`src/rtl/psw_pkg.sv`:
```
package psw_pkg;
  localparam int DW = 8;
  localparam logic [7:0] PSW_SFR = 8'hD0;

  localparam int CY_B  = 7;
  localparam int AC_B  = 6;
  localparam int F0_B  = 5;
  localparam int RSH_B = 4;
  localparam int RSL_B = 3;
  localparam int OV_B  = 2;
  localparam int F1_B  = 1;
  localparam int PAR_B = 0;

  localparam logic [2:0] OP_ADD  = 3'd0;
  localparam logic [2:0] OP_ADDC = 3'd1;
  localparam logic [2:0] OP_SUBB = 3'd2;
  localparam logic [2:0] OP_MUL  = 3'd3;
  localparam logic [2:0] OP_DIV  = 3'd4;

  typedef struct packed {
    logic upd;
    logic cy;
    logic ac;
    logic ov;
  } flag_upd_t;
endpackage

```
`src/rtl/psw_flag_calc.sv`:
```
module psw_flag_calc
  import psw_pkg::*;
(
  input  logic          valid,
  input  logic [2:0]    op,
  input  logic [DW-1:0] a,
  input  logic [DW-1:0] b,
  input  logic [DW-1:0] mul_hi,
  input  logic          cin,
  output flag_upd_t     upd
);
  localparam int NW = DW / 2;

  logic          cin_eff;
  logic [DW:0]   sum_w, dif_w;
  logic [NW:0]   sum_n, dif_n;
  logic          add_ov, sub_ov;

  always_comb begin
    cin_eff = (op == OP_ADDC || op == OP_SUBB) ? cin : 1'b0;
    sum_w = {1'b0, a} + {1'b0, b} + {{DW{1'b0}}, cin_eff};
    dif_w = {1'b0, a} - {1'b0, b} - {{DW{1'b0}}, cin_eff};
    sum_n = {1'b0, a[NW-1:0]} + {1'b0, b[NW-1:0]} + {{NW{1'b0}}, cin_eff};
    dif_n = {1'b0, a[NW-1:0]} - {1'b0, b[NW-1:0]} - {{NW{1'b0}}, cin_eff};
    add_ov = (a[DW-1] == b[DW-1]) && (sum_w[DW-1] != a[DW-1]);
    sub_ov = (a[DW-1] != b[DW-1]) && (dif_w[DW-1] != a[DW-1]);
  end

  always_comb begin
    upd = '0;
    if (valid) begin
      unique case (op)
        OP_ADD, OP_ADDC: begin
          upd.upd = 1'b1;
          upd.cy  = sum_w[DW];
          upd.ac  = sum_n[NW];
          upd.ov  = add_ov;
        end
        OP_SUBB: begin
          upd.upd = 1'b1;
          upd.cy  = dif_w[DW];
          upd.ac  = dif_n[NW];
          upd.ov  = sub_ov;
        end
        OP_MUL: begin
          upd.upd = 1'b1;
          upd.ov  = |mul_hi;
        end
        OP_DIV: begin
          upd.upd = 1'b1;
          upd.ov  = ~|b;
        end
        default: upd = '0;
      endcase
    end
  end
endmodule

```
`src/rtl/psw_parity.sv`:
```
module psw_parity #(
  parameter int W = 8
) (
  input  logic [W-1:0] data,
  output logic         odd
);
  logic [W:0] chain;
  assign chain[0] = 1'b0;
  for (genvar i = 0; i < W; i++) begin : g_xor
    assign chain[i+1] = chain[i] ^ data[i];
  end
  assign odd = chain[W];
endmodule

```
`src/rtl/psw_bank_map.sv`:
```
module psw_bank_map #(
  parameter int BANK_REGS = 8,
  parameter bit FWD       = 1'b1,
  localparam int SH       = $clog2(BANK_REGS),
  localparam int AW       = 2 + SH
) (
  input  logic [1:0]    sel_q,
  input  logic [1:0]    sel_next,
  output logic [AW-1:0] base
);
  logic [1:0] sel;
  if (FWD) begin : g_fwd
    assign sel = sel_next;
  end else begin : g_reg
    assign sel = sel_q;
  end
  assign base = {sel, {SH{1'b0}}};
endmodule

```
`src/rtl/psw_unit.sv`:
```
module psw_unit
  import psw_pkg::*;
#(
  parameter int BANK_REGS = 8,
  parameter bit BANK_FWD  = 1'b1,
  localparam int BASE_W   = 2 + $clog2(BANK_REGS)
) (
  input  logic              clk,
  input  logic              rst_n,
  input  logic              alu_valid,
  input  logic [2:0]        alu_op,
  input  logic [DW-1:0]     alu_a,
  input  logic [DW-1:0]     alu_b,
  input  logic [DW-1:0]     alu_mul_hi,
  input  logic [DW-1:0]     acc,
  input  logic [7:0]        sfr_addr,
  input  logic              sfr_wr,
  input  logic [DW-1:0]     sfr_wdata,
  input  logic [7:0]        bit_addr,
  input  logic              bit_wr,
  input  logic              bit_wdata,
  output logic [DW-1:0]     psw_q,
  output logic [BASE_W-1:0] bank_base,
  output logic              bank_chg
);
  logic [DW-1:1] st_q, st_nxt;
  logic          chg_q;
  logic          par;
  logic          byte_hit, bit_hit;
  flag_upd_t     fu;

  psw_flag_calc u_calc (
    .valid  (alu_valid),
    .op     (alu_op),
    .a      (alu_a),
    .b      (alu_b),
    .mul_hi (alu_mul_hi),
    .cin    (st_q[CY_B]),
    .upd    (fu)
  );

  psw_parity #(.W(DW)) u_par (
    .data (acc),
    .odd  (par)
  );

  psw_bank_map #(.BANK_REGS(BANK_REGS), .FWD(BANK_FWD)) u_bank (
    .sel_q    (st_q[RSH_B:RSL_B]),
    .sel_next (st_nxt[RSH_B:RSL_B]),
    .base     (bank_base)
  );

  assign byte_hit = sfr_wr && (sfr_addr == PSW_SFR);
  assign bit_hit  = bit_wr && (bit_addr[7:3] == PSW_SFR[7:3]) && (bit_addr[2:0] != 3'd0);

  always_comb begin
    st_nxt = st_q;
    if (fu.upd) begin
      st_nxt[CY_B] = fu.cy;
      st_nxt[AC_B] = fu.ac;
      st_nxt[OV_B] = fu.ov;
    end
    if (byte_hit) st_nxt = sfr_wdata[DW-1:1];
    if (bit_hit)  st_nxt[bit_addr[2:0]] = bit_wdata;
  end

  always_ff @(posedge clk) begin
    if (!rst_n) begin
      st_q  <= '0;
      chg_q <= 1'b0;
    end else begin
      st_q  <= st_nxt;
      chg_q <= (st_nxt[RSH_B:RSL_B] != st_q[RSH_B:RSL_B]);
    end
  end

  assign psw_q    = {st_q, par};
  assign bank_chg = chg_q;
endmodule

```
`config.mk`:
```
export PLATFORM = sky130hd
export DESIGN_NAME = psw_unit
export DESIGN_NICKNAME = d
export VERILOG_FILES = /design/src/rtl/psw_pkg.sv /design/src/rtl/psw_flag_calc.sv /design/src/rtl/psw_parity.sv /design/src/rtl/psw_bank_map.sv /design/src/rtl/psw_unit.sv
export SDC_FILE = /design/constraint.sdc
export NUM_CORES = 1
export LEC_CHECK = 0
export ABC_AREA = 1
export BUFFER_PORTS_ARGS = -buffer_cell sky130_fd_sc_hd__buf_4
export CAP_MARGIN = 10
export CORE_ASPECT_RATIO = 0.75
export CORE_MARGIN = 4
export CORE_UTILIZATION = 46
export CTS_BUF_LIST = sky130_fd_sc_hd__clkbuf_4 sky130_fd_sc_hd__clkbuf_8 sky130_fd_sc_hd__clkbuf_16
export CTS_CLUSTER_SIZE = 28
export DETAILED_ROUTE_END_ITERATION = 7
export GPL_TIMING_DRIVEN = 1
export PLACE_DENSITY = 0.81
export SLEW_MARGIN = 30
export SYNTH_ARGS = -nofsm -noshare
export SYNTH_HDL_FRONTEND = slang
export SYNTH_SLANG_ARGS = --single-unit
```
`constraint.sdc`:
```
create_clock -name clk -period 3.4 [get_ports clk]
set_input_delay 1.02 -clock clk [delete_from_list [all_inputs] [get_ports clk]]
set_output_delay 1.02 -clock clk [all_outputs]
set_load 0.005 [all_outputs]
```
---- Yosys cells after proc, flatten, opt, wreduce, memory -nomap -nowiden ----
Index checks and enable logic that the tools add are counted.
operators by class
  add/sub/neg operators ................... 8
  magnitude comparators ................... 2
  eq/ne operators ......................... 11
  mux-type cells .......................... 12
  bitwise logic cells ..................... 7
  reduce and logical (&&, ||, !) cells .... 14
operator list
  operator                                                              count
  8-bit OR reduction                                                    2
  7-bit two-way mux                                                     2
  8-bit by 8-bit adder with 9-bit output                                1
  9-bit by 1-bit adder with 9-bit output                                1
  8-bit by 8-bit subtractor with 9-bit output                           1
  9-bit by 1-bit subtractor with 9-bit output                           1
  8-bit == test, second input constant                                  1
  7-bit bitwise mux                                                     1
  1-bit bitwise XOR                                                     7
  3-bit by 2-bit == test with 1-bit output, second input constant       2
  1-bit logical AND                                                     6
  4-bit by 4-bit adder with 5-bit output                                1
  5-bit by 1-bit adder with 5-bit output                                1
  5-bit == test, second input constant                                  1
  5-bit OR reduction                                                    1
  4-bit by 4-bit subtractor with 5-bit output                           1
  5-bit by 1-bit subtractor with 5-bit output                           1
  3-bit by 4-bit < comparator with 1-bit output, second input constant  1
  1-bit two-way mux                                                     4
  4-bit two-way mux                                                     1
  1-bit one-hot mux with 4 select lines                                 1
  2-bit one-hot mux with 2 select lines                                 1
  1-bit demux with 3-bit select                                         1
  3-bit by 1-bit == test with 1-bit output, second input constant       1
  11 further kinds                                                      13
storage, ports and cells
  register bits ........................... 8
  bits of input ports ..................... 65
  output and inout port bits .............. 14
  word-level logic and storage cells ...... 56

---- Logic depth before layout (Yosys ltp) ----
Gate-level depths: netlist of run 1.
  depth after elaboration ................. 13
  depth in mapped cells ................... 18
  depth with buffers taken out ............ 18

---- Hierarchy ----
Synthesis of run 1 repeated with hierarchy kept, for this count alone.
unflattened totals
  cells, all modules ...................... 287
  area, all modules ....................... 1680.4 um^2
by module, submodules not included
  module         times used  cells an instance  area each (um^2)  sequential area each (um^2)
  psw_flag_calc  1           141                800.8             0.0
  psw_unit       1           112                706.9             160.2
  psw_parity     1           28                 131.4             0.0
  psw_bank_map   1           6                  41.3              0.0

---- Worst setup path after synthesis of run 1 ----
No wires, ideal clock.
  kind .................................... input to register
  from .................................... input port alu_op[0]
  to ...................................... register st_q[7] in the netlist's numbering
  setup time .............................. 0.066 ns
  data arrival time ....................... 2.786 ns
  required time ........................... 3.334 ns
  setup slack ............................. 0.548 ns
  cell stages on the path ................. 17
  buffers on the path ..................... 0
  cells stage by stage .................... nor3_1 inv_1 nand2_1 nand2_1 fa_1 ha_1 nand2_1 nand2_1 nand2_1 nand2_1 nand2_1 nand2_1 nand2_1 nand3_1 nand2_1 nand2_1 a21oi_2
between the ends
  cells in the longest elaborated chain, start to end .. 10
  elaborated cells on any way between the ends .. 18
  classes of those cells .................. add/sub: 2; eq/ne: 4; mux: 8; reduce/logical: 4
RTL lines
  what                                                                                                          RTL line                                  text
  from (decl)                                                                                                   psw_unit.sv:11                            input logic [2:0] alu_op,
  3-bit by 1-bit == test with 1-bit output / 3-bit by 2-bit == test with 1-bit output (equally long branches)   psw_flag_calc.sv:20, psw_flag_calc.sv:32
  1-bit logical OR                                                                                              psw_flag_calc.sv:20                       cin_eff = (op == OP_ADDC || op == OP_SUBB) ? cin : 1'b0;
  1-bit two-way mux                                                                                             psw_flag_calc.sv:20
  9-bit by 1-bit subtractor with 9-bit output / 9-bit by 1-bit adder with 9-bit output (equally long branches)  psw_flag_calc.sv:22, psw_flag_calc.sv:21
  2-bit one-hot mux with 2 select lines                                                                         psw_flag_calc.sv:32                       unique case (op)
  4-bit two-way mux (*)                                                                                         psw_flag_calc.sv:31                       if (valid) begin
  2-bit two-way mux (*)                                                                                         psw_unit.sv:58                            if (fu.upd) begin
  7-bit two-way mux (*)                                                                                         psw_unit.sv:63                            if (byte_hit) st_nxt = sfr_wdata[DW-1:1];
  7-bit bitwise mux                                                                                             psw_unit.sv:64                            if (bit_hit) st_nxt[bit_addr[2:0]] = bit_wdata;
  7-bit two-way mux (*)                                                                                         psw_unit.sv:64
  to (signal assigned)                                                                                          psw_unit.sv:72                            st_q <= st_nxt;
  to (decl)                                                                                                     psw_unit.sv:26                            logic [DW-1:1] st_q, st_nxt;
Every way passes the cells marked *; elsewhere a longest branch is shown, timed or not.
A chain may end at the register's enable or synchronous reset.

---- Final worst setup path of run 1 ----
  from .................................... input port sfr_addr[5]
  to ...................................... output port bank_base[3]
between the ends
  cells in the longest elaborated chain, start to end .. 5
RTL lines
  what                   RTL line        text
  from (decl)            psw_unit.sv:16  input logic [7:0] sfr_addr,
  8-bit == test (*)      psw_unit.sv:53  assign byte_hit = sfr_wr && (sfr_addr == PSW_SFR);
  1-bit logical AND (*)  psw_unit.sv:53
  7-bit two-way mux (*)  psw_unit.sv:63
  7-bit bitwise mux      psw_unit.sv:64
  7-bit two-way mux (*)  psw_unit.sv:64
  to (decl)              psw_unit.sv:23  output logic [BASE_W-1:0] bank_base,
Marks and branches as above.

==> results_dict.tcl, run 1 <==
set metrics [dict create \
    grt_first_pass_wirelength_um 6180 \
    multiInputGateArea_um2 1120 \
    h-tree-depth 1 \
    synth.most_common_cell "nand2_1" \
    crit_top_cell "nand2_1" \
    dieWidth_um 74.0 \
    postCtsSetupRepairBufs 0 \
    hold_ws_ns 0.482 \
    reg2reg_slack_ns 1.37 \
    power.density_nw_per_um2 210 \
    setup_viol 0 \
    clk_latency_ns 0.23 \
    cts_buffers 3 \
    nFillCells 284 \
    die_area_um2 4250 \
    yosysWarnings 0 \
    rsz0062_at_grt "false" \
    min_period_ns 3.19 \
    via_per_inst 4.75 \
    synthArstFlopShare_pct 0 \
    whs_path_depth 2 \
    avgRoutedWirePerCell_um 10.6 \
    synth_top_area_share_pct 17.8 \
    wirelength_met1_um 1810 \
    clock_path_buffers 2 \
    coreArea_um2 3040 \
    die_h_um 57.5 \
    top_layer "met4" \
    slowest_delay_ns 0.22 \
    hp-start "st_q[1]" \
    cts.clk_slew.worst_paths_ns 0.04 \
    num_rows 17 \
    cap_viol_max_count 0 \
    synth_area_leader_cell "nand2_1" \
    cp.required_ns 2.38 \
    dr_wl_met2_um 1610 \
    route.detailed.drc 0 \
    syn_area_per_cell_um2 5.93 \
    fmax_ghz 0.313 \
    layout-drive-gt1-share_pct 29.4 \
    syn_area_um2 1500 \
    r2r_end "st_q[7]" \
    drt_iter0_drc 127 \
    num_antenna_cells 0 \
    crit_path_max_fanout 9 \
    ioPinCount 79 \
    firstDrtPassIters 4 \
    seqCellArea_um2 160 \
    initial_core_util_pct 49.4 \
    cellLeakagePower_nw 1.19 \
    path_cells "buf_4, inv_1, nand2_1, nor2_1, nand3_1, inv_2, nand2_1, nand2_1, nand2_1, nand2_1, buf_4" \
    post-route-period-util_pct 93.9 \
    clockRootBuffer "clkbuf_8" \
    grt_pass1_vias 1506 \
    ys.flop_type "dfxtp_1" \
    ys_seq_elements 8 \
    grtUsageTotal_pct 17.7 \
    path_buf_inv 4 \
    numPortBuffers 74 \
    internal_power_mw 0.289 \
    critical_path_class "primary input to output port" \
    start_kind "primary input" \
    hpwlAfterDp_um 3340 \
    wirelength_um 3850 \
    grt_max_degree 10 \
    cts.sinks 8 \
    hold_class "flop to flop" \
    dr_wl_met3_um 394 \
    synthToLayoutAreaGrowth_pct 40.4 \
    postSynthCellCount 253 \
    crit_slowest_cell "nand3_1" \
    cts_resized 0 \
    synth_edf_count 0 \
    p_total_mw 0.443 \
    power_frac_seq_pct 22.4 \
    yosys-top-cells-area "nand2_1 (18%), ha_1 (16%), dfxtp_1 (11%)" \
    setup_ws_ns 0.207 \
    switching_power_mw 0.154 \
    antenna_found_initial 0 \
    cts_hold_buffers 0 \
    cp.arrival_ns 2.17 \
    status "complete, no violations" \
    gr-total-overflow 0 \
    drtAntennaViolNets 0 \
    ys_seq_area_share_pct 10.7 \
    vias 1729 \
    finalClockSkew_ns 0.000306 \
    cp_top_family "simple AND/OR/NAND/NOR gates" \
    cts_tree "yes" \
    ys_types 30 \
    gp_congestion 0.905 \
    ff2ff_path_depth 14 \
    vdd_drop_max_mv 0.114 \
    p_comb_share_pct 51.2 \
    hold_end "st_q[1]" \
    endpoint_kind "output port" \
    netlist_top_cells_count "nand2_1 (71), inv_1 (42), nor2_1 (29)" \
    final_nets 414 \
    hold_violations 0 \
    drv_slew 0 \
    clock_power_share_pct 26.5 \
    p_sw_share_pct 34.8 \
    dp_slack_ns 0.220 \
    reg2reg_from "st_q[7]" \
    fin_tns_setup_ns 0 \
]
[worst max path at each step]
stage | start | endpoint | cells past startpoint
global placement | sfr_addr[5] | bank_base[3] | 11
floorplan | alu_op[0] | st_q[7] | 17
detailed placement | alu_op[2] | st_q[7] | 18
global route | sfr_addr[2] | bank_base[3] | 11
finish | sfr_addr[5] | bank_base[3] | 11
CTS | sfr_addr[2] | bank_base[3] | 11
[cell type report]
cell class	instances	share of cell area, %
sequential	8	7.60
tap	38	2.26
inverter	47	8.43
timing repair buffer	75	26.7
clock buffer	3	1.96
multi-input combinational	193	53.1
[cell families (layout without fill, tap and decap cells)]
logic type               count (synthesis)  after routing  share of synthesized area (%)
AO/OA/AOI/OAI                           25             25                           10.7
XOR/XNOR                                 8              8                           4.67
adder cells (fa/ha/maj)                 21             21                           18.5
buffers and inverters                   54            125                           15.3
flip-flops                               8              8                           10.7
other                                    1              3                          0.250
AND/OR/NAND/NOR                        136            136                           39.9
[through the flow]
step | cell area, um2 | utilization, % | cells
after floorplan | 1510 | - | 255
after global placement | 2070 | 68.0 | 361
after detailed placement | 2070 | 68.0 | 361
after CTS | 2110 | 69.3 | 364
after global routing | 2110 | 69.3 | 364
final | 2110 | 69.3 | 364
[power groups by stage]
stage,sequential [mW],combinational (mW),clock (mW)
after global placement,0.101,0.220,0
after detailed placement,0.101,0.225,0
after global routing,0.0993,0.254,0.122
final,0.0990,0.227,0.117
after CTS,0.0990,0.226,0.118
after floorplan,0.100,0.134,0
[layer usage]
layer | vias up | global-route usage, %
met3 | 4 | 2.99
li1 | 928 | -
met4 | 0 | 3.10
met1 | 725 | 25.2
met2 | 72 | 28.2
met5 | - | 0
[cells in the final DEF, fill, tap and decap left out, types with 5 or more instances in the layout]
cell,n
a21oi_1,15
buf_4,75
dfxtp_1,8
ha_1,19
inv_1,42
nand2_1,71
nand3_1,15
nand4_1,5
nor2_1,29
xnor2_1,5
[registers in the layout (all words and copies together), names as in the netlist]
register,flops
bank_chg,1
st_q,7
[tightest hold or removal path: stages (launching register included)]
cell and delay, ns:
dfxtp_1 0.30, nand2_1 0.06, a31oi_1 0.07
No activity file was read; power rests on OpenSTA's default activity.
==> run 2: changes to the inputs <==
--- a/config.mk
+++ b/config.mk
@@ -16,6 +16,7 @@
 export DETAILED_ROUTE_END_ITERATION = 7
 export GPL_TIMING_DRIVEN = 1
 export PLACE_DENSITY = 0.81
+export RECOVER_POWER = 50
 export SLEW_MARGIN = 30
 export SYNTH_ARGS = -nofsm -noshare
 export SYNTH_HDL_FRONTEND = slang
==> run 2 against run 1 <==
Register-to-register slack barely moved. Final cell count did not move. Fmax fell by 0.40%. Clock power barely moved. Highest routed layer unchanged. Combinational power barely moved. Count of clock-buffer cells in the layout did not move. Critical endpoint unchanged. Sequential power barely moved. Utilization fell by 0.25 points. Power fell by 0.17%. Die area did not move.
==> results_dict.tcl, run 2 (synthesized netlist as in run 1, its figures left out) <==
set metrics [dict create \
    layout-drive-gt1-share_pct 29.1 \
    fin_util_pct 69.1 \
    place_area_um2 2070 \
    power.density_nw_per_um2 211 \
    drtAntennaViolNets 0 \
    cts_resized 0 \
    min_period_ns 3.21 \
    die_area_um2 4250 \
    switching_power_mw 0.154 \
    via_per_inst 4.75 \
    antenna_found_initial 0 \
    cts.sinks 8 \
    p_total_mw 0.442 \
    cap_viol_max_count 0 \
    synthToLayoutAreaGrowth_pct 39.9 \
    stdcell_area_um2 2100 \
    ff2ff_path_depth 14 \
    ioPinCount 79 \
    nFillCells 286 \
    h-tree-depth 1 \
    p_sw_share_pct 34.7 \
    num_rows 17 \
    slowest_delay_ns 0.30 \
    gp_congestion 0.905 \
    setup.worst_path.end "bank_base[3]" \
    clock_path_buffers 2 \
    cts.clk_slew.worst_paths_ns 0.04 \
    postCtsSetupRepairBufs 0 \
    grt_first_pass_wirelength_um 6180 \
    dieWidth_um 74.0 \
    cp.required_ns 2.38 \
    reg2reg_from "st_q[7]" \
    status "complete, no violations" \
    p_comb_share_pct 51.0 \
    hold_violations 0 \
    cp.arrival_ns 2.19 \
    critical_path_class "primary input to output port" \
    crit_slowest_cell "nor2_1" \
    power_frac_seq_pct 22.4 \
    hold_ws_ns 0.481 \
    cts_buffers 3 \
    grtUsageTotal_pct 17.7 \
    drt_iter0_drc 120 \
    clk_latency_ns 0.23 \
    start_kind "primary input" \
    final_nets 414 \
    wirelength_um 3830 \
    post-route-period-util_pct 94.3 \
    initial_core_util_pct 49.4 \
    crit_cells 9 \
    firstDrtPassIters 5 \
    num_antenna_cells 0 \
    cp_top_family "simple AND/OR/NAND/NOR gates" \
    crit_path_max_fanout 4 \
    cts_hold_buffers 0 \
    hpwlAfterDp_um 3340 \
    clock_power_share_pct 26.6 \
    coreArea_um2 3040 \
    gr-total-overflow 0 \
    numPortBuffers 74 \
    rsz0062_at_grt "false" \
    cellLeakagePower_nw 1.18 \
    largest_register_ffs 7 \
    final_common_cell "nand2_1" \
    path_buf_inv 3 \
    vdd_drop_max_mv 0.114 \
    fin_tns_setup_ns 0 \
    path_cells "buf_4, inv_1, nand2_1, nor2_1, nand2_4, nor2_1, nand3_2, nand2_1, buf_4" \
    endpoint_kind "output port" \
    fmax_ghz 0.312 \
    route.detailed.drc 0 \
    final_cell_mix "nand2_1 (71), buf_4 (67), inv_1 (42)" \
    regMostFlops "st_q" \
    clockRootBuffer "clkbuf_8" \
    cts_tree "yes" \
    reg2reg_slack_ns 1.36 \
    internal_power_mw 0.289 \
    vias 1729 \
    hold_class "flop to flop" \
    r2r_end "st_q[7]" \
    finalClockSkew_ns 0.000299 \
    worstSetupStartpoint "bit_addr[3]" \
    die_h_um 57.5 \
    setup_viol 0 \
    avgRoutedWirePerCell_um 10.5 \
    grt_pass1_vias 1506 \
    grt_max_degree 10 \
    drv_slew 0 \
]
[run 2: power by group through the flow]
stage / combinational, mW / sequential, mW / clock, mW
3_5_place_dp: 0.225 / 0.101 / 0
3_3_place_gp: 0.220 / 0.101 / 0
6_report: 0.225 / 0.0990 / 0.118
4_1_cts: 0.226 / 0.0990 / 0.118
2_1_floorplan: 0.134 / 0.100 / 0
5_1_grt: 0.253 / 0.0992 / 0.122
[run 2: stage by stage]
stage,std cells,setup WS [ns]
2_1_floorplan,255,0.548
3_3_place_gp,361,0.275
3_5_place_dp,361,0.220
4_1_cts,364,0.201
5_1_grt,364,0.0818
6_report,364,0.194
[run 2: cell type report]
| class | instances | area [um2] | area share (%) |
|---|---|---|---|
| repair buffers | 75 | 563 | 26.8 |
| well taps | 38 | 47.5 | 2.26 |
| flip-flops and latches | 8 | 160 | 7.62 |
| inverters | 47 | 178 | 8.46 |
| clock buffers | 3 | 41.3 | 1.97 |
| multi-input cells | 193 | 1110 | 52.9 |
[run 2: how the worst min path moves through the flow]
stage | startpoint | to | cells after the start
after global placement | st_q[1] | st_q[1] | 2
after floorplan | st_q[1] | st_q[1] | 2
final | st_q[1] | st_q[1] | 2
after global routing | st_q[1] | st_q[1] | 2
after detailed placement | st_q[1] | st_q[1] | 2
after CTS | st_q[1] | st_q[1] | 2
[run 2: tightest hold or removal path, delay by kind of cell, from the launching register on]
| family | cells | cell delay, ns |
|---|---|---|
| simple gates | 1 | 0.06 |
| flops | 1 | 0.30 |
| compound gates | 1 | 0.07 |
[run 2: routing by layer]
layer  GRT usage (%)  vias to the layer above  part of all wire [%]
met1            25.2                      726                    47
met2            28.2                       74                    42
met4            3.10                        0                  0.71
met3            2.99                        4                    11
met5               0                        -                     0
li1                -                      925                     -
==> run 3: changes to the inputs <==
--- a/config.mk
+++ b/config.mk
@@ -7,7 +7,7 @@
 export LEC_CHECK = 0
 export ABC_AREA = 1
 export BUFFER_PORTS_ARGS = -buffer_cell sky130_fd_sc_hd__buf_4
-export CAP_MARGIN = 10
+export CAP_MARGIN = 20
 export CORE_ASPECT_RATIO = 0.75
 export CORE_MARGIN = 4
 export CORE_UTILIZATION = 46
@@ -15,7 +15,7 @@
 export CTS_CLUSTER_SIZE = 28
 export DETAILED_ROUTE_END_ITERATION = 7
 export GPL_TIMING_DRIVEN = 1
-export PLACE_DENSITY = 0.81
+export PLACE_DENSITY_LB_ADDON = 0.05
 export RECOVER_POWER = 50
 export SLEW_MARGIN = 30
 export SYNTH_ARGS = -nofsm -noshare
==> run 3 against run 2 <==
Power down 0.20%. Routed wire length up 0.91%. Largest cell class unchanged. Clock skew about the same. Largest power group unchanged.
==> results_dict.tcl, run 3 (synthesized netlist as in run 1, its figures left out) <==
set metrics [dict create \
    status "complete, no violations" \
    firstDrtPassIters 4 \
    vdd_drop_max_mv 0.138 \
    via_per_inst 4.82 \
    wirelength_um 3860 \
    clk_latency_ns 0.23 \
    regMostFlops "st_q" \
    fin_tns_setup_ns 0 \
    initial_core_util_pct 49.4 \
    clock_path_buffers 2 \
    cts.clk_slew.worst_paths_ns 0.04 \
    multiInputGateArea_um2 1120 \
    cellLeakagePower_nw 1.18 \
    postCtsSetupRepairBufs 0 \
    reg2reg_slack_ns 1.43 \
    route.detailed.drc 0 \
    hold_violations 0 \
    layout-drive-gt1-share_pct 29.7 \
    antenna_found_initial 0 \
    endpoint_kind "output port" \
    cts_buffers 3 \
    post-route-period-util_pct 91.8 \
    rsz0062_at_grt "false" \
    dieWidth_um 74.0 \
    gp_congestion 0.886 \
    drt_iter0_drc 89 \
    die_h_um 57.5 \
    cts_tree "yes" \
    stdcell_count 365 \
    seqCellArea_um2 160 \
    largest_register_ffs 7 \
    cts.sinks 8 \
    hold_class "flop to flop" \
    critical_path_class "primary input to output port" \
    crit_path_max_fanout 4 \
    num_antenna_cells 0 \
    grt_max_degree 10 \
    final_common_cell "nand2_1" \
    dp.cells 362 \
    cp.required_ns 2.38 \
    drtAntennaViolNets 0 \
    cts_resized 0 \
    cap_viol_max_count 0 \
    die_area_um2 4250 \
    final_cell_mix "nand2_1 (71), buf_4 (68), inv_1 (42)" \
    hpwlAfterDp_um 3420 \
    setup_viol 0 \
    fmax_ghz 0.320 \
    cp.arrival_ns 2.10 \
    vias 1759 \
    avgRoutedWirePerCell_um 10.6 \
    drv_slew 0 \
    numPortBuffers 74 \
    start_kind "primary input" \
    ioPinCount 79 \
    clockRootBuffer "clkbuf_8" \
    min_period_ns 3.12 \
    nFillCells 278 \
    synthToLayoutAreaGrowth_pct 40.9 \
    coreArea_um2 3040 \
    grt_pass1_vias 1664 \
    final_nets 415 \
    num_rows 17 \
    h-tree-depth 1 \
    grt_first_pass_wirelength_um 6640 \
    grtUsageTotal_pct 19.3 \
    cts_hold_buffers 0 \
    gr-total-overflow 0 \
    finalClockSkew_ns 0.000123 \
    power.density_nw_per_um2 209 \
]
==> run 3: report_power, final <==
group	internal [mW]	leakage, nW	switching [mW]
Combinational	0.114	1.09	0.111
Sequential	0.0972	0.0650	0.00185
Clock	0.0770	0.0216	0.0404
Total	0.288	1.18	0.153
==> run 3: critical path, stage by stage <==
cell and delay [ns]:
buf_4 0.13, inv_2 0.07, nand2_1 0.05, nor2_1 0.16
nor2_4 0.06, nand2_4 0.07, clkinvlp_2 0.15, nand3_1 0.14
nand2_2 0.08, nand2_2 0.06, buf_4 0.11
==> run 3: through the flow <==
step | utilization (%) | instance area (um2) | power [mW] | hold WS, ns | setup slack (ns)
2_1_floorplan | - | 1510 | 0.234 | 0.473 | 0.548
3_3_place_gp | 68.2 | 2070 | 0.322 | 0.488 | 0.301
3_5_place_dp | 68.2 | 2070 | 0.325 | 0.482 | 0.233
4_1_cts | 69.6 | 2120 | 0.443 | 0.489 | 0.332
5_1_grt | 69.6 | 2120 | 0.479 | 0.503 | 0.117
6_report | 69.6 | 2120 | 0.441 | 0.491 | 0.278
==> run 3: worst paths after layout <==
path	from	to	depth (start not counted)
setup / recovery	bit_addr[2]	bank_base[4]	11
hold / removal	st_q[1]	st_q[1]	2
setup reg to reg	st_q[7]	st_q[7]	14
hold reg to reg	st_q[1]	st_q[1]	2
==> run 3: routing by layer <==
layer	vias up	part of all wire, %	global-route usage [%]
met1	754	46	26.0
met4	0	0.83	3.88
met5	-	0	0
li1	928	-	-
met3	4	12	5.46
met2	73	42	30.7
==> run 3: final cells by class <==
cell class              count  share of cell area, %
inverters                  47                   8.40
clock buffers               3                   1.95
repair buffers             76                   27.0
flip-flops and latches      8                   7.57
multi-input cells         193                   52.9
well taps                  38                   2.25
